$ cat src/rtl/mguard_pkg.sv
package mguard_pkg;

    typedef enum logic [1:0] {
        AM_OFF   = 2'd0,
        AM_RANGE = 2'd1,
        AM_WORD  = 2'd2,
        AM_POW2  = 2'd3
    } amode_e;

    typedef struct packed {
        logic       lock;
        logic [1:0] rsvd;
        amode_e     amode;
        logic       x;
        logic       w;
        logic       r;
    } ent_cfg_t;

    typedef enum logic [1:0] {
        ACC_LOAD  = 2'd0,
        ACC_STORE = 2'd1,
        ACC_FETCH = 2'd2,
        ACC_ALT   = 2'd3
    } acc_kind_e;

    localparam logic [1:0] PRIV_MACH = 2'd3;
    localparam int         CODE_W    = 4;

    localparam logic [CODE_W-1:0] CODE_NONE  = 4'd0;
    localparam logic [CODE_W-1:0] CODE_FETCH = 4'd1;
    localparam logic [CODE_W-1:0] CODE_LOAD  = 4'd5;
    localparam logic [CODE_W-1:0] CODE_STORE = 4'd7;

    typedef struct packed {
        logic              ok;
        logic [CODE_W-1:0] code;
    } verdict_t;

    function automatic logic [CODE_W-1:0] fault_code(acc_kind_e k);
        case (k)
            ACC_LOAD:  return CODE_LOAD;
            ACC_STORE: return CODE_STORE;
            default:   return CODE_FETCH;
        endcase
    endfunction

    function automatic logic perm_for(logic [2:0] perm, acc_kind_e k);
        case (k)
            ACC_LOAD:  return perm[0];
            ACC_STORE: return perm[1];
            default:   return perm[2];
        endcase
    endfunction

endpackage

$ cat src/rtl/mguard_entry_match.sv
module mguard_entry_match
    import mguard_pkg::*;
#(
    parameter int ADDR_W = 16
) (
    input  logic [ADDR_W-1:0] addr,
    input  logic [ADDR_W:0]   last_addr,
    input  logic [ADDR_W-1:0] base,
    input  logic [ADDR_W-1:0] limit,
    input  amode_e            amode,
    output logic              active,
    output logic              hit
);
    localparam int EXT_W = ADDR_W + 1;

    logic [EXT_W-1:0] base_x;
    logic [EXT_W-1:0] limit_x;
    logic [EXT_W-1:0] addr_x;
    logic             lo_ok;
    logic             hi_ok;

    always_comb begin
        base_x  = {1'b0, base};
        limit_x = {1'b0, limit};
        addr_x  = {1'b0, addr};
        active  = (amode != AM_OFF);
        lo_ok   = (addr_x >= base_x) && (addr_x < limit_x);
        hi_ok   = (last_addr >= base_x) && (last_addr < limit_x);
        hit     = active && lo_ok && hi_ok;
    end

endmodule

$ cat src/rtl/mguard_pick.sv
module mguard_pick
    import mguard_pkg::*;
#(
    parameter int N_ENT = 4
) (
    input  logic               clk,
    input  logic               rst,
    input  logic [N_ENT-1:0]   hit_v,
    input  logic [N_ENT-1:0]   lock_v,
    input  logic [3*N_ENT-1:0] perm_flat,
    output logic [N_ENT-1:0]   grant,
    output logic               found,
    output logic               sel_lock,
    output logic [2:0]         sel_perm
);
    localparam int PERM_W = 3;

    always_comb begin
        grant    = '0;
        found    = 1'b0;
        sel_lock = 1'b0;
        sel_perm = '0;
        for (int i = 0; i < N_ENT; i++) begin
            if (!found && hit_v[i]) begin
                found    = 1'b1;
                grant[i] = 1'b1;
                sel_lock = lock_v[i];
                sel_perm = perm_flat[PERM_W*i +: PERM_W];
            end
        end
    end

    AST_GRANT_ONEHOT: assert property (@(posedge clk) disable iff (rst)
        $onehot0(grant));
    AST_GRANT_IS_HIT: assert property (@(posedge clk) disable iff (rst)
        (grant & ~hit_v) == '0);
    AST_NO_LOWER_HIT: assert property (@(posedge clk) disable iff (rst)
        ((grant - N_ENT'(1)) & hit_v) == '0);

endmodule

$ cat src/rtl/mguard_decide.sv
module mguard_decide
    import mguard_pkg::*;
#(
    parameter int N_ENT = 4
) (
    input  logic             clk,
    input  logic             rst,
    input  logic [N_ENT-1:0] act_v,
    input  logic [N_ENT-1:0] lock_v,
    input  logic             found,
    input  logic             sel_lock,
    input  logic [2:0]       sel_perm,
    input  logic [1:0]       priv,
    input  acc_kind_e        kind,
    output verdict_t         verdict
);
    logic is_mach;
    logic chk_en;
    logic ok;

    always_comb begin
        is_mach = (priv == PRIV_MACH);
        chk_en  = (|act_v) && (!is_mach || (|lock_v));
        ok      = 1'b1;
        if (chk_en) begin
            if (found) begin
                ok = (is_mach && !sel_lock) ? 1'b1 : perm_for(sel_perm, kind);
            end else begin
                ok = is_mach;
            end
        end
        verdict.ok   = ok;
        verdict.code = ok ? CODE_NONE : fault_code(kind);
    end

    AST_IDLE_ALLOWS: assert property (@(posedge clk) disable iff (rst)
        !(|act_v) |-> verdict.ok);
    AST_MACH_UNLOCKED_FREE: assert property (@(posedge clk) disable iff (rst)
        (is_mach && !(|lock_v)) |-> verdict.ok);
    AST_LOW_NOMATCH_REFUSED: assert property (@(posedge clk) disable iff (rst)
        ((|act_v) && !is_mach && !found) |-> !verdict.ok);
    AST_MACH_NOMATCH_OK: assert property (@(posedge clk) disable iff (rst)
        (is_mach && !found) |-> verdict.ok);

endmodule

$ cat src/rtl/mem_guard_check.sv
module mem_guard_check
    import mguard_pkg::*;
#(
    parameter int ADDR_W  = 16,
    parameter int SIZE_W  = 4,
    parameter int N_ENT   = 4,
    parameter bit REG_OUT = 1'b1
) (
    input  logic                    clk,
    input  logic                    rst,
    input  logic [ADDR_W-1:0]       acc_addr,
    input  logic [SIZE_W-1:0]       acc_size,
    input  logic [1:0]              acc_kind,
    input  logic [1:0]              priv_lvl,
    input  logic [N_ENT*ADDR_W-1:0] rgn_base,
    input  logic [N_ENT*ADDR_W-1:0] rgn_limit,
    input  logic [N_ENT*8-1:0]      ent_cfg,
    output logic                    acc_ok,
    output logic [CODE_W-1:0]       exc_code
);
    localparam int EXT_W  = ADDR_W + 1;
    localparam int CFG_W  = 8;
    localparam int PERM_W = 3;

    logic [SIZE_W-1:0]       eff_size;
    logic [EXT_W-1:0]        last_addr;
    ent_cfg_t                cfg_arr [N_ENT];
    logic [N_ENT-1:0]        hit_v;
    logic [N_ENT-1:0]        act_v;
    logic [N_ENT-1:0]        lock_v;
    logic [PERM_W*N_ENT-1:0] perm_flat;
    logic [2*N_ENT-1:0]      rsvd_flat;
    logic                    unused_rsvd;
    logic [N_ENT-1:0]        grant;
    logic                    found;
    logic                    sel_lock;
    logic [2:0]              sel_perm;
    verdict_t                comb_v;

    always_comb begin
        eff_size  = (acc_size == '0) ? SIZE_W'(1) : acc_size;
        last_addr = {1'b0, acc_addr} + EXT_W'(eff_size) - EXT_W'(1);
    end

    for (genvar g = 0; g < N_ENT; g++) begin : g_ent
        assign cfg_arr[g]                    = ent_cfg_t'(ent_cfg[g*CFG_W +: CFG_W]);
        assign lock_v[g]                     = cfg_arr[g].lock;
        assign perm_flat[g*PERM_W +: PERM_W] = {cfg_arr[g].x, cfg_arr[g].w, cfg_arr[g].r};
        assign rsvd_flat[2*g +: 2]           = cfg_arr[g].rsvd;

        mguard_entry_match #(
            .ADDR_W (ADDR_W)
        ) i_match (
            .addr      (acc_addr),
            .last_addr (last_addr),
            .base      (rgn_base[g*ADDR_W +: ADDR_W]),
            .limit     (rgn_limit[g*ADDR_W +: ADDR_W]),
            .amode     (cfg_arr[g].amode),
            .active    (act_v[g]),
            .hit       (hit_v[g])
        );
    end

    assign unused_rsvd = ^rsvd_flat;

    mguard_pick #(
        .N_ENT (N_ENT)
    ) i_pick (
        .clk       (clk),
        .rst       (rst),
        .hit_v     (hit_v),
        .lock_v    (lock_v),
        .perm_flat (perm_flat),
        .grant     (grant),
        .found     (found),
        .sel_lock  (sel_lock),
        .sel_perm  (sel_perm)
    );

    mguard_decide #(
        .N_ENT (N_ENT)
    ) i_decide (
        .clk      (clk),
        .rst      (rst),
        .act_v    (act_v),
        .lock_v   (lock_v),
        .found    (found),
        .sel_lock (sel_lock),
        .sel_perm (sel_perm),
        .priv     (priv_lvl),
        .kind     (acc_kind_e'(acc_kind)),
        .verdict  (comb_v)
    );

    if (REG_OUT) begin : g_reg
        verdict_t out_q;
        always_ff @(posedge clk) begin
            if (rst) begin
                out_q <= '{ok: 1'b1, code: CODE_NONE};
            end else begin
                out_q <= comb_v;
            end
        end
        assign acc_ok   = out_q.ok;
        assign exc_code = out_q.code;
    end else begin : g_comb
        assign acc_ok   = comb_v.ok;
        assign exc_code = comb_v.code;
    end

    AST_OK_CODE_ZERO: assert property (@(posedge clk) disable iff (rst)
        acc_ok |-> (exc_code == CODE_NONE));
    AST_FAULT_CODE_LEGAL: assert property (@(posedge clk) disable iff (rst)
        !acc_ok |-> (exc_code == CODE_LOAD || exc_code == CODE_STORE
                     || exc_code == CODE_FETCH));
    AST_LAST_NOT_BELOW: assert property (@(posedge clk) disable iff (rst)
        last_addr >= {1'b0, acc_addr});

endmodule

$ cat config.mk
export PLATFORM = sky130hd
export DESIGN_NAME = mem_guard_check
export DESIGN_NICKNAME = d
export VERILOG_FILES = /design/src/rtl/mguard_pkg.sv /design/src/rtl/mguard_entry_match.sv /design/src/rtl/mguard_pick.sv /design/src/rtl/mguard_decide.sv /design/src/rtl/mem_guard_check.sv
export SDC_FILE = /design/constraint.sdc
export NUM_CORES = 1
export LEC_CHECK = 0
export BUFFER_PORTS_ARGS = -buffer_cell sky130_fd_sc_hd__buf_2
export CAP_MARGIN = 5
export CORE_MARGIN = 2
export CORE_UTILIZATION = 30
export DETAILED_ROUTE_END_ITERATION = 10
export HOLD_SLACK_MARGIN = 0.02
export PLACE_DENSITY_LB_ADDON = 0.2
export SETUP_SLACK_MARGIN = 0.05
export SLEW_MARGIN = 20
export SYNTH_ARGS = -nofsm -noshare
export SYNTH_HDL_FRONTEND = slang
export SYNTH_HIERARCHICAL = 1
export SYNTH_SLANG_ARGS = --single-unit
$ cat constraint.sdc
create_clock -name clk -period 7.55 [get_ports clk]
set_input_delay 0.755 -clock clk [delete_from_list [all_inputs] [get_ports clk]]
set_output_delay 0.755 -clock clk [all_outputs]
set_load 0.03 [all_outputs]
==> After elaboration in Yosys (flattened, before gate mapping) <==
Index checks and enable logic that the tools add are counted.
{ "op_classes": {"n_eq_ne": 2, "n_reduce_logical": 36, "n_lt_le_gt_ge": 16, "muxes": 18, "n_addsub": 2} }
{ "ops": {"columns": ["op", "count"], "rows": [
  ["$ge 17x16->1", 4],
  ["$lt 17x16->1", 4],
  ["$ge 16x16->1", 4],
  ["$lt 16x16->1", 4],
  ["$logic_and 1x1->1", 21],
  ["$add 16x4->17", 1],
  ["$sub 17x1->17 const B", 1],
  ["$mux 3", 4],
  ["$mux 1", 11],
  ["$reduce_bool 2->1", 4],
  ["$reduce_or 4->1", 2],
  ["$pmux 3 s2", 1],
  ["$logic_not 1->1", 5],
  ["$logic_not 4->1", 1],
  ["$mux 4", 1],
  ["$eq 2x1->1 const B", 1],
  ["$eq 2x2->1 const B", 1],
  ["$logic_not 2->1", 1],
  ["$pmux 1 s2", 1],
  ["$reduce_or 2->1", 1],
  ["$logic_or 1x1->1", 1]
]} }
{ "word_totals": {"ff_bits": 5, "out_inout_bits": 5, "word_cells": 76} }

==> Longest topological paths before layout <==
{ "depth": {"word_depth": 23, "mapped_depth": 28, "ltp_nobuf": 27} }

==> Cells and area by module <==
The synthesis kept the hierarchy.
{ "by_module_without_submodules": {"columns": ["module", "instances", "seq_area_each_um2", "cells_per_inst", "area_each_um2"], "rows": [
  ["mguard_entry_match", 4, 0.0, 183, 1435.1],
  ["mem_guard_check", 1, 100.1, 146, 1077.3],
  ["mguard_pick", 1, 0.0, 22, 140.1],
  ["mguard_decide", 1, 0.0, 16, 112.6]
]} }

==> Worst setup path after synthesis <==
No wires, ideal clock.
{ "synth_path": {"path_type": "input to register", "from": "input port acc_addr[1]", "to": "register g_reg.out_q (netlist bit acc_ok)", "setup_time_ns": 0.123, "cell_stages": 27, "required_ns": 7.427, "arrival_time_ns": 5.960, "path_buffers": 1, "setup_slack_ns": 1.466, "cell_sequence": "inv_1 > ha_1 > inv_1 > ha_1 > inv_1 > fa_1 > and2b_1 > o2111ai_2 > a211o_1 > and2_4 > a211oi_2 > ha_1 > o21ai_0 > nor2_1 > nor3_1 > o22ai_1 > nor4_2 > o41a_1 > or3b_4 > inv_4 > a221oi_1 > o21ai_1 > mux2_4 > o211a_1 > or3_1 > buf_4 > or2_2"} }
{ "synth_rtl": {"columns": ["element", "line_no", "source"], "rows": [
  ["from (decl)", "mem_guard_check.sv:11", "input logic [ADDR_W-1:0] acc_addr,"],
  ["$add 16x4->17 (*)", "mem_guard_check.sv:42", "last_addr = {1'b0, acc_addr} + EXT_W'(eff_size) - EXT_W'(1);"],
  ["$sub 17x1->17 (*)", "mem_guard_check.sv:42", null],
  ["named net last_addr[11]", "mem_guard_check.sv:26", "logic [EXT_W-1:0] last_addr;"],
  ["$ge 17x16->1 or $lt 17x16->1 (tied branches)", "mguard_entry_match.sv:28", "hi_ok = (last_addr >= base_x) && (last_addr < limit_x);"],
  ["$logic_and 1x1->1 (*)", "mguard_entry_match.sv:28", null],
  ["$logic_and 1x1->1 (*)", "mguard_entry_match.sv:29", "hit = active && lo_ok && hi_ok;"],
  ["named net hit_v[0]", "mem_guard_check.sv:28", "logic [N_ENT-1:0] hit_v;"],
  ["$mux 1", "mguard_pick.sv:24", "if (!found && hit_v[i]) begin"],
  ["[7 not listed]", null, null],
  ["$logic_and 1x1->1", "mguard_pick.sv:24", null],
  ["$mux 3 (*)", "mguard_pick.sv:24", null],
  ["named net sel_perm[0]", "mem_guard_check.sv:37", "logic [2:0] sel_perm;"],
  ["$pmux 1 s2 (*)", "mguard_pkg.sv:48", "case (k)"],
  ["$mux 1 (*)", "mguard_decide.sv:27", "ok = (is_mach && !sel_lock) ? 1'b1 : perm_for(sel_perm, kind);"],
  ["$mux 1 (*)", "mguard_decide.sv:26", "if (found) begin"],
  ["$mux 1 (*)", "mguard_decide.sv:25", "if (chk_en) begin"],
  ["named net i_decide.ok", "mguard_decide.sv:19", "logic ok;"],
  ["to (signal assigned)", "mem_guard_check.sv:99", "out_q <= '{ok: 1'b1, code: CODE_NONE};"],
  ["to (signal assigned)", "mem_guard_check.sv:101", "out_q <= comb_v;"],
  ["to (decl)", "mem_guard_check.sv:96", "verdict_t out_q;"]
]} }
The timed path passes the listed nets; every way through them passes the cells marked *.
A chain may end at the register's enable or synchronous reset.

==> impl_metrics.yaml <==
run_status:
  status: "complete, no violations"
floorplan:
  rows: 56
  coreArea_sq_um: 23300
  ios: 191
  die_w_um: 157
  dieArea_sq_um: 24800
  start_util_pct: 30.4
  die_y_um: 157
routing:
  final_antenna_net_count: 0
  drc: 0
  wirelength_mm: 24.0
  routed_via_density: 5.02
  drtPass1Iterations: 6
  wire_per_inst_um: 16.7
  drtIter0Drc: 345
  vias: 7203
layout:
  fill_cells: 2595
  instances_no_fill: 1435
  syn_to_final_growth_pct: 21.3
  post_route_cells_drive_above_1_share_pct: 20.3
  diodes: 0
  fin_nets: 1571
  fin_area_sq_um: 8560
global_route:
  grtUsageTotal_pct: 18.9
  grt_pass1_vias: 7204
  grt_pass1_wl_mm: 36.7
  antenna_found_initial: 0
  overflow: 0
  grt_start_max_net_pins: 13
timing:
  worst_pin_slew_ns: 0.943
  finalCritPeriodShare_pct: 86.4
  period_needed_ns: 6.52
  slew_violations: 0
  rsz0062_at_grt: "false"
  fmax_mhz: 153
  slew_headroom_pct: 36.9
  finalSetupViolCount: 0
  fin_setup_tns_ns: 0
  hold_viol: 0
clock_tree:
  ctsResizeCount: 0
  cts-buffers-inserted: 3
  cts_tree: "done"
  path_clk_slew_ns: 0.03
  clock_sinks: 5
  cts_buffer_depth: 2
  ctsHoldBuffers: 0
  post-cts-setup-buffers: 0
  cts-root-buf: "clkbuf_16"
  cts_htree_levels: 1
setup_path:
  endpoint_kind: "register"
  cpPeakStageDelay_ns: 0.76
  cp.arrival_ns: 6.63
  crit_type: "in2reg"
  cp_data_required_time_ns: 7.66
  critPathSlowestCell: "xor2_1"
  worst-path-max-fanout: 8
  crit_path_start_kind: "primary input"
  critPathMostFrequentCell: "ha_1"
synth:
  ys_warn_count: 6
  post_synth.cell_area_avg_sq_um: 7.72
  syn_inst: 915
  netlist_area_sq_um: 7060
  synth_nets: 1369
placed_design:
  dp.cells: 1431
  finalWeightedCongestion: 0.907
  detailed_place_hpwl_mm: 20.8
  numPortBuffers: 182
  placed_area_sq_um: 8490
hold_path:
  min_path_type: "in2reg"
run:
  drv_cap: 0
power_and_ir_drop:
  totalPowerFinal_mw: 0.867
  powerDensity_nw_per_um2: 101
  p_leak_nw: 4.84
  ir_worst_vdd_mv: 0.0617
state kept, by name (all words and copies together), names as in the netlist:
name      count
exc_code      4
acc_ok        1
final cells by class:
cell class | instances | area [sq um] | area share [%]
clock buffers | 4 | 78.8 | 0.920
inverters | 160 | 603 | 7.04
well taps | 319 | 399 | 4.66
repair buffers | 199 | 1040 | 12.1
flip-flops and latches | 5 | 100 | 1.17
multi-input cells | 748 | 6340 | 74.1
metrics by stage:
stage               setup WS (ns)  hold WS (ns)  util [%]
finish                       1.03         0.762      36.8
global route                0.658         0.767      36.8
CTS                          1.01         0.758      36.8
detailed placement          0.800         0.995      36.5
global placement            0.829         0.992      36.5
floorplan                    1.49         0.827         -
critical path: cells and delay by family:
kind | cells | cell delay (ns)
mux | 1 | 0.27
buf+inv | 4 | 0.27
xor+xnor | 1 | 0.76
fa+ha+maj | 3 | 1.00
compound gates | 10 | 2.23
simple gates | 6 | 1.35
layer usage:
metal | wire length, um | track usage, % | vias up | part of all wire [%]
li1 | - | - | 3798 | -
met1 | 11000 | 25.2 | 3245 | 46
met2 | 11600 | 34.6 | 142 | 48
met3 | 1060 | 0.743 | 18 | 4.4
met4 | 355 | 2.51 | 0 | 1.5
met5 | 0 | 0 | - | 0
power by group:
group / internal, mW / switching [mW]
logic: 0.322 / 0.431
clock network: 0.0698 / 0.0158
registers: 0.0286 / 0.000388
cell usage in the layout (no fill, tap or decap), types with 17 or more instances in the layout:
| master | count |
|---|---|
| a21oi_1 | 75 |
| ha_1 | 267 |
| nand2b_1 | 17 |
| buf_2 | 182 |
| nand4_1 | 20 |
| inv_1 | 159 |
| nand3_1 | 24 |
| nor2_1 | 36 |
| nor3_1 | 24 |
| a21o_1 | 23 |
| buf_4 | 17 |
| o21ai_0 | 23 |
| nand2_1 | 60 |
final timing paths:
kind	startpoint	endpoint	slack, ns	cells after the start
min	rst	exc_code[2]$_SDFF_PP0_	0.76	2
max	acc_addr[2]	acc_ok$_SDFF_PP1_	1.03	25
Power figures use the tool's default switching activity.
